File: config.mk
export PLATFORM = sky130hd
export DESIGN_NAME = pci_lat_mon
export DESIGN_NICKNAME = d
export VERILOG_FILES = /design/src/rtl/lat_pkg.sv /design/src/rtl/lat_sat_cnt.sv /design/src/rtl/lat_seq.sv /design/src/rtl/lat_iv_track.sv /design/src/rtl/pci_lat_mon.sv
export SDC_FILE = /design/constraint.sdc
export NUM_CORES = 1
export LEC_CHECK = 0
export BUFFER_PORTS_ARGS = -buffer_cell sky130_fd_sc_hd__buf_4
export CAP_MARGIN = 20
export CORE_MARGIN = 2
export CORE_UTILIZATION = 51
export DETAILED_ROUTE_END_ITERATION = 10
export PLACE_DENSITY = 0.69
export SLEW_MARGIN = 20
export SYNTH_ARGS = -nofsm -noshare
export SYNTH_HDL_FRONTEND = slang
export SYNTH_SLANG_ARGS = --single-unit
File: constraint.sdc
create_clock -name clk -period 2.8 [get_ports clk]
set_input_delay 0.28 -clock clk [delete_from_list [all_inputs] [get_ports clk]]
set_output_delay 0.28 -clock clk [all_outputs]
set_load 0.01 [all_outputs]
File: src/rtl/lat_pkg.sv
package lat_pkg;
  typedef enum logic [2:0] {
    ST_IDLE,
    ST_ARB,
    ST_HOLD,
    ST_ACQ,
    ST_TGT
  } lat_state_e;

  localparam int NUM_IV = 3;
  localparam int IV_ARB = 0;
  localparam int IV_ACQ = 1;
  localparam int IV_TGT = 2;
endpackage

File: src/rtl/lat_sat_cnt.sv
module lat_sat_cnt #(
  parameter int W = 16
) (
  input  logic         clk,
  input  logic         rst,
  input  logic         load,
  input  logic         inc,
  output logic [W-1:0] val
);
  localparam logic [W-1:0] TOP = {W{1'b1}};
  localparam logic [W-1:0] ONE = {{(W-1){1'b0}}, 1'b1};

  always_ff @(posedge clk) begin
    if (rst)                    val <= '0;
    else if (load)              val <= ONE;
    else if (inc && val != TOP) val <= val + ONE;
  end
endmodule

File: src/rtl/lat_seq.sv
module lat_seq
  import lat_pkg::*;
(
  input  logic              clk,
  input  logic              rst,
  input  logic              req_n,
  input  logic              gnt_n,
  input  logic              frame_n,
  input  logic              irdy_n,
  input  logic              trdy_n,
  output logic              cnt_load,
  output logic              cnt_inc,
  output logic [NUM_IV-1:0] emit
);
  lat_state_e st, st_nxt;
  logic bus_idle;

  assign bus_idle = frame_n & irdy_n;

  always_ff @(posedge clk) begin
    if (rst) st <= ST_IDLE;
    else     st <= st_nxt;
  end

  always_comb begin
    st_nxt   = st;
    cnt_load = 1'b0;
    cnt_inc  = 1'b0;
    emit     = '0;
    unique case (st)
      ST_IDLE: if (!req_n) begin
        st_nxt   = ST_ARB;
        cnt_load = 1'b1;
      end
      ST_ARB: begin
        if (!gnt_n) begin
          emit[IV_ARB] = 1'b1;
          if (bus_idle) begin
            st_nxt   = ST_ACQ;
            cnt_load = 1'b1;
          end else begin
            st_nxt = ST_HOLD;
          end
        end else if (req_n) begin
          st_nxt = ST_IDLE;
        end else begin
          cnt_inc = 1'b1;
        end
      end
      ST_HOLD: begin
        if (!gnt_n && bus_idle) begin
          st_nxt   = ST_ACQ;
          cnt_load = 1'b1;
        end else if (gnt_n && req_n) begin
          st_nxt = ST_IDLE;
        end
      end
      ST_ACQ: begin
        if (!frame_n) begin
          emit[IV_ACQ] = 1'b1;
          st_nxt       = ST_TGT;
          cnt_load     = 1'b1;
        end else if (gnt_n) begin
          st_nxt = ST_HOLD;
        end else begin
          cnt_inc = 1'b1;
        end
      end
      ST_TGT: begin
        if (!trdy_n) begin
          emit[IV_TGT] = 1'b1;
          st_nxt       = ST_IDLE;
        end else if (bus_idle) begin
          st_nxt = ST_IDLE;
        end else begin
          cnt_inc = 1'b1;
        end
      end
      default: st_nxt = ST_IDLE;
    endcase
  end
endmodule

File: src/rtl/lat_iv_track.sv
module lat_iv_track #(
  parameter int W = 16
) (
  input  logic         clk,
  input  logic         rst,
  input  logic         clr,
  input  logic         upd,
  input  logic [W-1:0] val,
  output logic [W-1:0] lat,
  output logic         vld,
  output logic [W-1:0] peak
);
  always_ff @(posedge clk) begin
    if (rst) begin
      lat  <= '0;
      vld  <= 1'b0;
      peak <= '0;
    end else begin
      vld <= upd;
      if (upd) lat <= val;
      if (clr)                    peak <= '0;
      else if (upd && val > peak) peak <= val;
    end
  end
endmodule

File: src/rtl/pci_lat_mon.sv
module pci_lat_mon
  import lat_pkg::*;
#(
  parameter int CNT_W = 16
) (
  input  logic             clk,
  input  logic             rst,
  input  logic             clr_max,
  input  logic             req_n,
  input  logic             gnt_n,
  input  logic             frame_n,
  input  logic             irdy_n,
  input  logic             trdy_n,
  output logic [CNT_W-1:0] arb_lat,
  output logic             arb_vld,
  output logic [CNT_W-1:0] acq_lat,
  output logic             acq_vld,
  output logic [CNT_W-1:0] tgt_lat,
  output logic             tgt_vld,
  output logic [CNT_W-1:0] arb_max,
  output logic             [CNT_W-1:0] acq_max,
  output logic [CNT_W-1:0] tgt_max
);
  logic              cnt_load, cnt_inc;
  logic [CNT_W-1:0]  cnt;
  logic [NUM_IV-1:0] emit;
  logic [CNT_W-1:0]  lat_a  [NUM_IV];
  logic [CNT_W-1:0]  peak_a [NUM_IV];
  logic [NUM_IV-1:0] vld_a;

  lat_seq u_seq (
    .clk(clk), .rst(rst), .req_n(req_n), .gnt_n(gnt_n),
    .frame_n(frame_n), .irdy_n(irdy_n), .trdy_n(trdy_n),
    .cnt_load(cnt_load), .cnt_inc(cnt_inc), .emit(emit)
  );

  lat_sat_cnt #(.W(CNT_W)) u_cnt (
    .clk(clk), .rst(rst), .load(cnt_load), .inc(cnt_inc), .val(cnt)
  );

  for (genvar i = 0; i < NUM_IV; i++) begin : g_iv
    lat_iv_track #(.W(CNT_W)) u_trk (
      .clk(clk), .rst(rst), .clr(clr_max), .upd(emit[i]), .val(cnt),
      .lat(lat_a[i]), .vld(vld_a[i]), .peak(peak_a[i])
    );
  end

  assign arb_lat = lat_a[IV_ARB];
  assign acq_lat = lat_a[IV_ACQ];
  assign tgt_lat = lat_a[IV_TGT];
  assign arb_vld = vld_a[IV_ARB];
  assign acq_vld = vld_a[IV_ACQ];
  assign tgt_vld = vld_a[IV_TGT];
  assign arb_max = peak_a[IV_ARB];
  assign acq_max = peak_a[IV_ACQ];
  assign tgt_max = peak_a[IV_TGT];
endmodule

==> impl_metrics.json <==
{
  "p_total_uw": 3840,
  "detail_route.drc_violations": 0,
  "htreeDepth": 4,
  "ant_nets": 0,
  "grt_pass1_vias": 6323,
  "cts_setup_buffers": 0,
  "clk_latency_ns": 0.42,
  "synthCells": 845,
  "routabilityCongestion": 0.846,
  "drive_gt1_share_pct": 21.7,
  "routed_wl_um": 20100,
  "dieHeight_um": 119,
  "multi_input_area_um2": 3830,
  "vias_per_cell": 6.03,
  "synth_sequential_area_ratio_pct": 35.2,
  "worst_slew_pin_slew_ns": 0.974,
  "fin_skew_ns": 0.00763,
  "grt_pass1_wl_um": 32200,
  "syn_area_per_cell_um2": 7.94,
  "grt.overflow.total": 0,
  "hpwl_um": 13800,
  "root_buffer": "clkbuf_16",
  "final_cells": 1124,
  "layout_common_cells": "181 x nand2_1, 147 x buf_4, 118 x dfxtp_1",
  "path_cells": "ha_1 > nor2b_1 > o211ai_1 > a2111oi_4 > nor3_2 > o221ai_1",
  "crit_required_ns": 3.05,
  "drv_cap": 0,
  "antennaDiodeCount": 0,
  "layout_min_cycle_time_ns": 2.58,
  "setup_violations": 0,
  "port-buffer-count": 106,
  "start_util_pct": 52.7,
  "avgRoutedWirePerCell_um": 17.8,
  "n_fill_cell": 1135,
  "yosys_register_bits": 118,
  "vdd_ir_drop_max_uv": 378,
  "path_buf_inv": 0,
  "hold_buffers": 0,
  "cts_tree": "built",
  "end_kind": "flop",
  "post-place-cells": 1092,
  "rsz0062_at_grt": "no",
  "cts_resized": 0,
  "slew_violations": 0,
  "grt_util_all_layers_pct": 28.3,
  "crit_path_max_fanout": 17,
  "cpLargestDelayFamily": "simple AND/OR/NAND/NOR gates",
  "clkTransAtPathRegs_ns": 0.06,
  "cpPeakStageDelay_ns": 0.78,
  "path_class": "flop to flop",
  "cellLeakagePower_uw": 0.00308,
  "die_area_um2": 14100,
  "cts.sinks": 118,
  "worst_slew_margin_rel_pct": 34.7,
  "cts_buffer_depth": 2,
  "synth_nets": 902,
  "critPathArrivalTime_ns": 2.84,
  "synthToLayoutAreaGrowth_pct": 23.2,
  "dr.pass1.iters": 5,
  "powerDensity_nw_per_um2": 465,
  "grt_antenna_before_repair": 0,
  "io_pins": 107,
  "critPathLaunchType": "flop",
  "synthTopCellsByArea": "dfxtp_1 35%, nand2_1 10%, ha_1 9.1%, a21oi_1 5.8%, nand3_1 5.4%",
  "rows": 41,
  "setup_tns_ns": 0,
  "holdCritPathClass": "primary input to flop",
  "core-area_um2": 12700,
  "status": "completed",
  "nets": 996,
  "synth_top_area_cell": "dfxtp_1",
  "pre_cts_slack_ns": 0.0468,
  "vias": 6774,
  "period_share_pct": 92.2,
  "hold_viol_final": 0,
  "setup_slack_ns": 0.217,
  "grt_max_degree": 113,
  "final_common_cell": "nand2_1",
  "fp.dieW_um": 119,
  "clock.fmax_mhz": 387,
  "ys_warn_count": 0,
  "syn_area_um2": 6710,
  "drt_iter0_drc": 630,
  "cts_buffers": 17,
  "yosys.area.top_type_share_pct": 35.2,
  "synth_cell_types": 56,
  "cp_slowest_cell": "nor3_2",
  "regArea_um2": 2360
}
==> cell families after synthesis <==
| kind of cell | Yosys count | synth area share (%) |
|---|---|---|
| AO/OA/AOI/OAI | 185 | 20.5 |
| multiplexers | 2 | 0.299 |
| adder cells (fa/ha/maj) | 49 | 9.14 |
| XOR/XNOR | 9 | 1.18 |
| flip-flops | 118 | 35.2 |
| buffers and inverters | 123 | 7.97 |
| AND/OR/NAND/NOR | 359 | 25.7 |
==> final timing paths <==
path / from / to / slack [ns] / depth (start not counted)
worst max register to register: u_cnt.val[1] / g_iv[0].u_trk.peak[6] / 0.22 / 6
worst max-delay path: u_cnt.val[1] / g_iv[0].u_trk.peak[6] / 0.22 / 6
worst min-delay path: req_n / u_seq.st[0] / 0.30 / 4
worst min register to register: g_iv[2].u_trk.lat[11] / g_iv[2].u_trk.lat[11] / 0.45 / 2
==> sequential cells by signal (all words and copies together) (netlist names) <==
name             cells
u_cnt.val           16
u_seq.st             3
g_iv.u_trk.lat      48
g_iv.u_trk.vld       3
g_iv.u_trk.peak     48
==> Yosys cell counts, drive strengths merged <==
library cell / count
o41ai: 2
o21ai: 12
nand4: 16
inv: 50
a211oi: 19
or3: 2
or4: 35
a2111oi: 7
o221ai: 32
a2111o: 1
nand2: 181
nor3: 4
a211o: 1
and3b: 1
nor2: 26
nand2b: 5
o21a: 4
o31ai: 2
mux2i: 2
and3: 4
ha: 49
a21oi: 78
clkbuf: 38
o211ai: 5
nor3b: 1
and4: 1
nor2b: 4
nand4bb: 1
nand3: 72
a22oi: 1
o311ai: 17
xnor2: 9
nand4b: 1
nor4: 4
o2bb2ai: 2
or2: 1
dfxtp: 118
a31oi: 1
buf: 35
a32oi: 1
==> per-layer routing <==
layer  vias to the layer above  track usage (%)  routed length, um
li1                       3240                -                  -
met1                      3183             38.7               8550
met2                       301             44.0               9410
met3                        50             5.21               1540
met4                         0             11.2                550
met5                         -                0                  0
==> report_power, final <==
part           switching (uW)  leakage (uW)  internal (uW)
combinational             103       0.00187           39.6
sequential               8.73      0.000951           1680
clock                     857      0.000266           1150
total                     969       0.00308           2870
==> per-stage QoR <==
step | hold slack, ns | instance area [um2] | util (%)
finish | 0.302 | 8270 | 65.0
global placement | 0.446 | 7720 | 60.7
floorplan | 0.467 | 6710 | -
CTS | 0.279 | 8260 | 64.9
detailed placement | 0.448 | 7720 | 60.7
global route | 0.327 | 8270 | 65.0
==> final cells by class <==
cell class                      count  share of cell area [%]
Clock inverter                     15                    1.42
Inverter                           50                    2.27
Sequential cell                   118                    28.6
Timing Repair Buffer              148                    13.6
Multi-Input combinational cell    604                    46.4
Tap cell                          172                    2.60
Clock buffer                       17                    5.15
==> worst register-to-register path, stage by stage (launching register included) <==
cell	delay, ns
dfxtp_1	0.49
ha_1	0.31
nor2b_1	0.13
o211ai_1	0.24
a2111oi_4	0.21
nor3_2	0.78
o221ai_1	0.26
No activity file was read; power rests on OpenSTA's default activity.
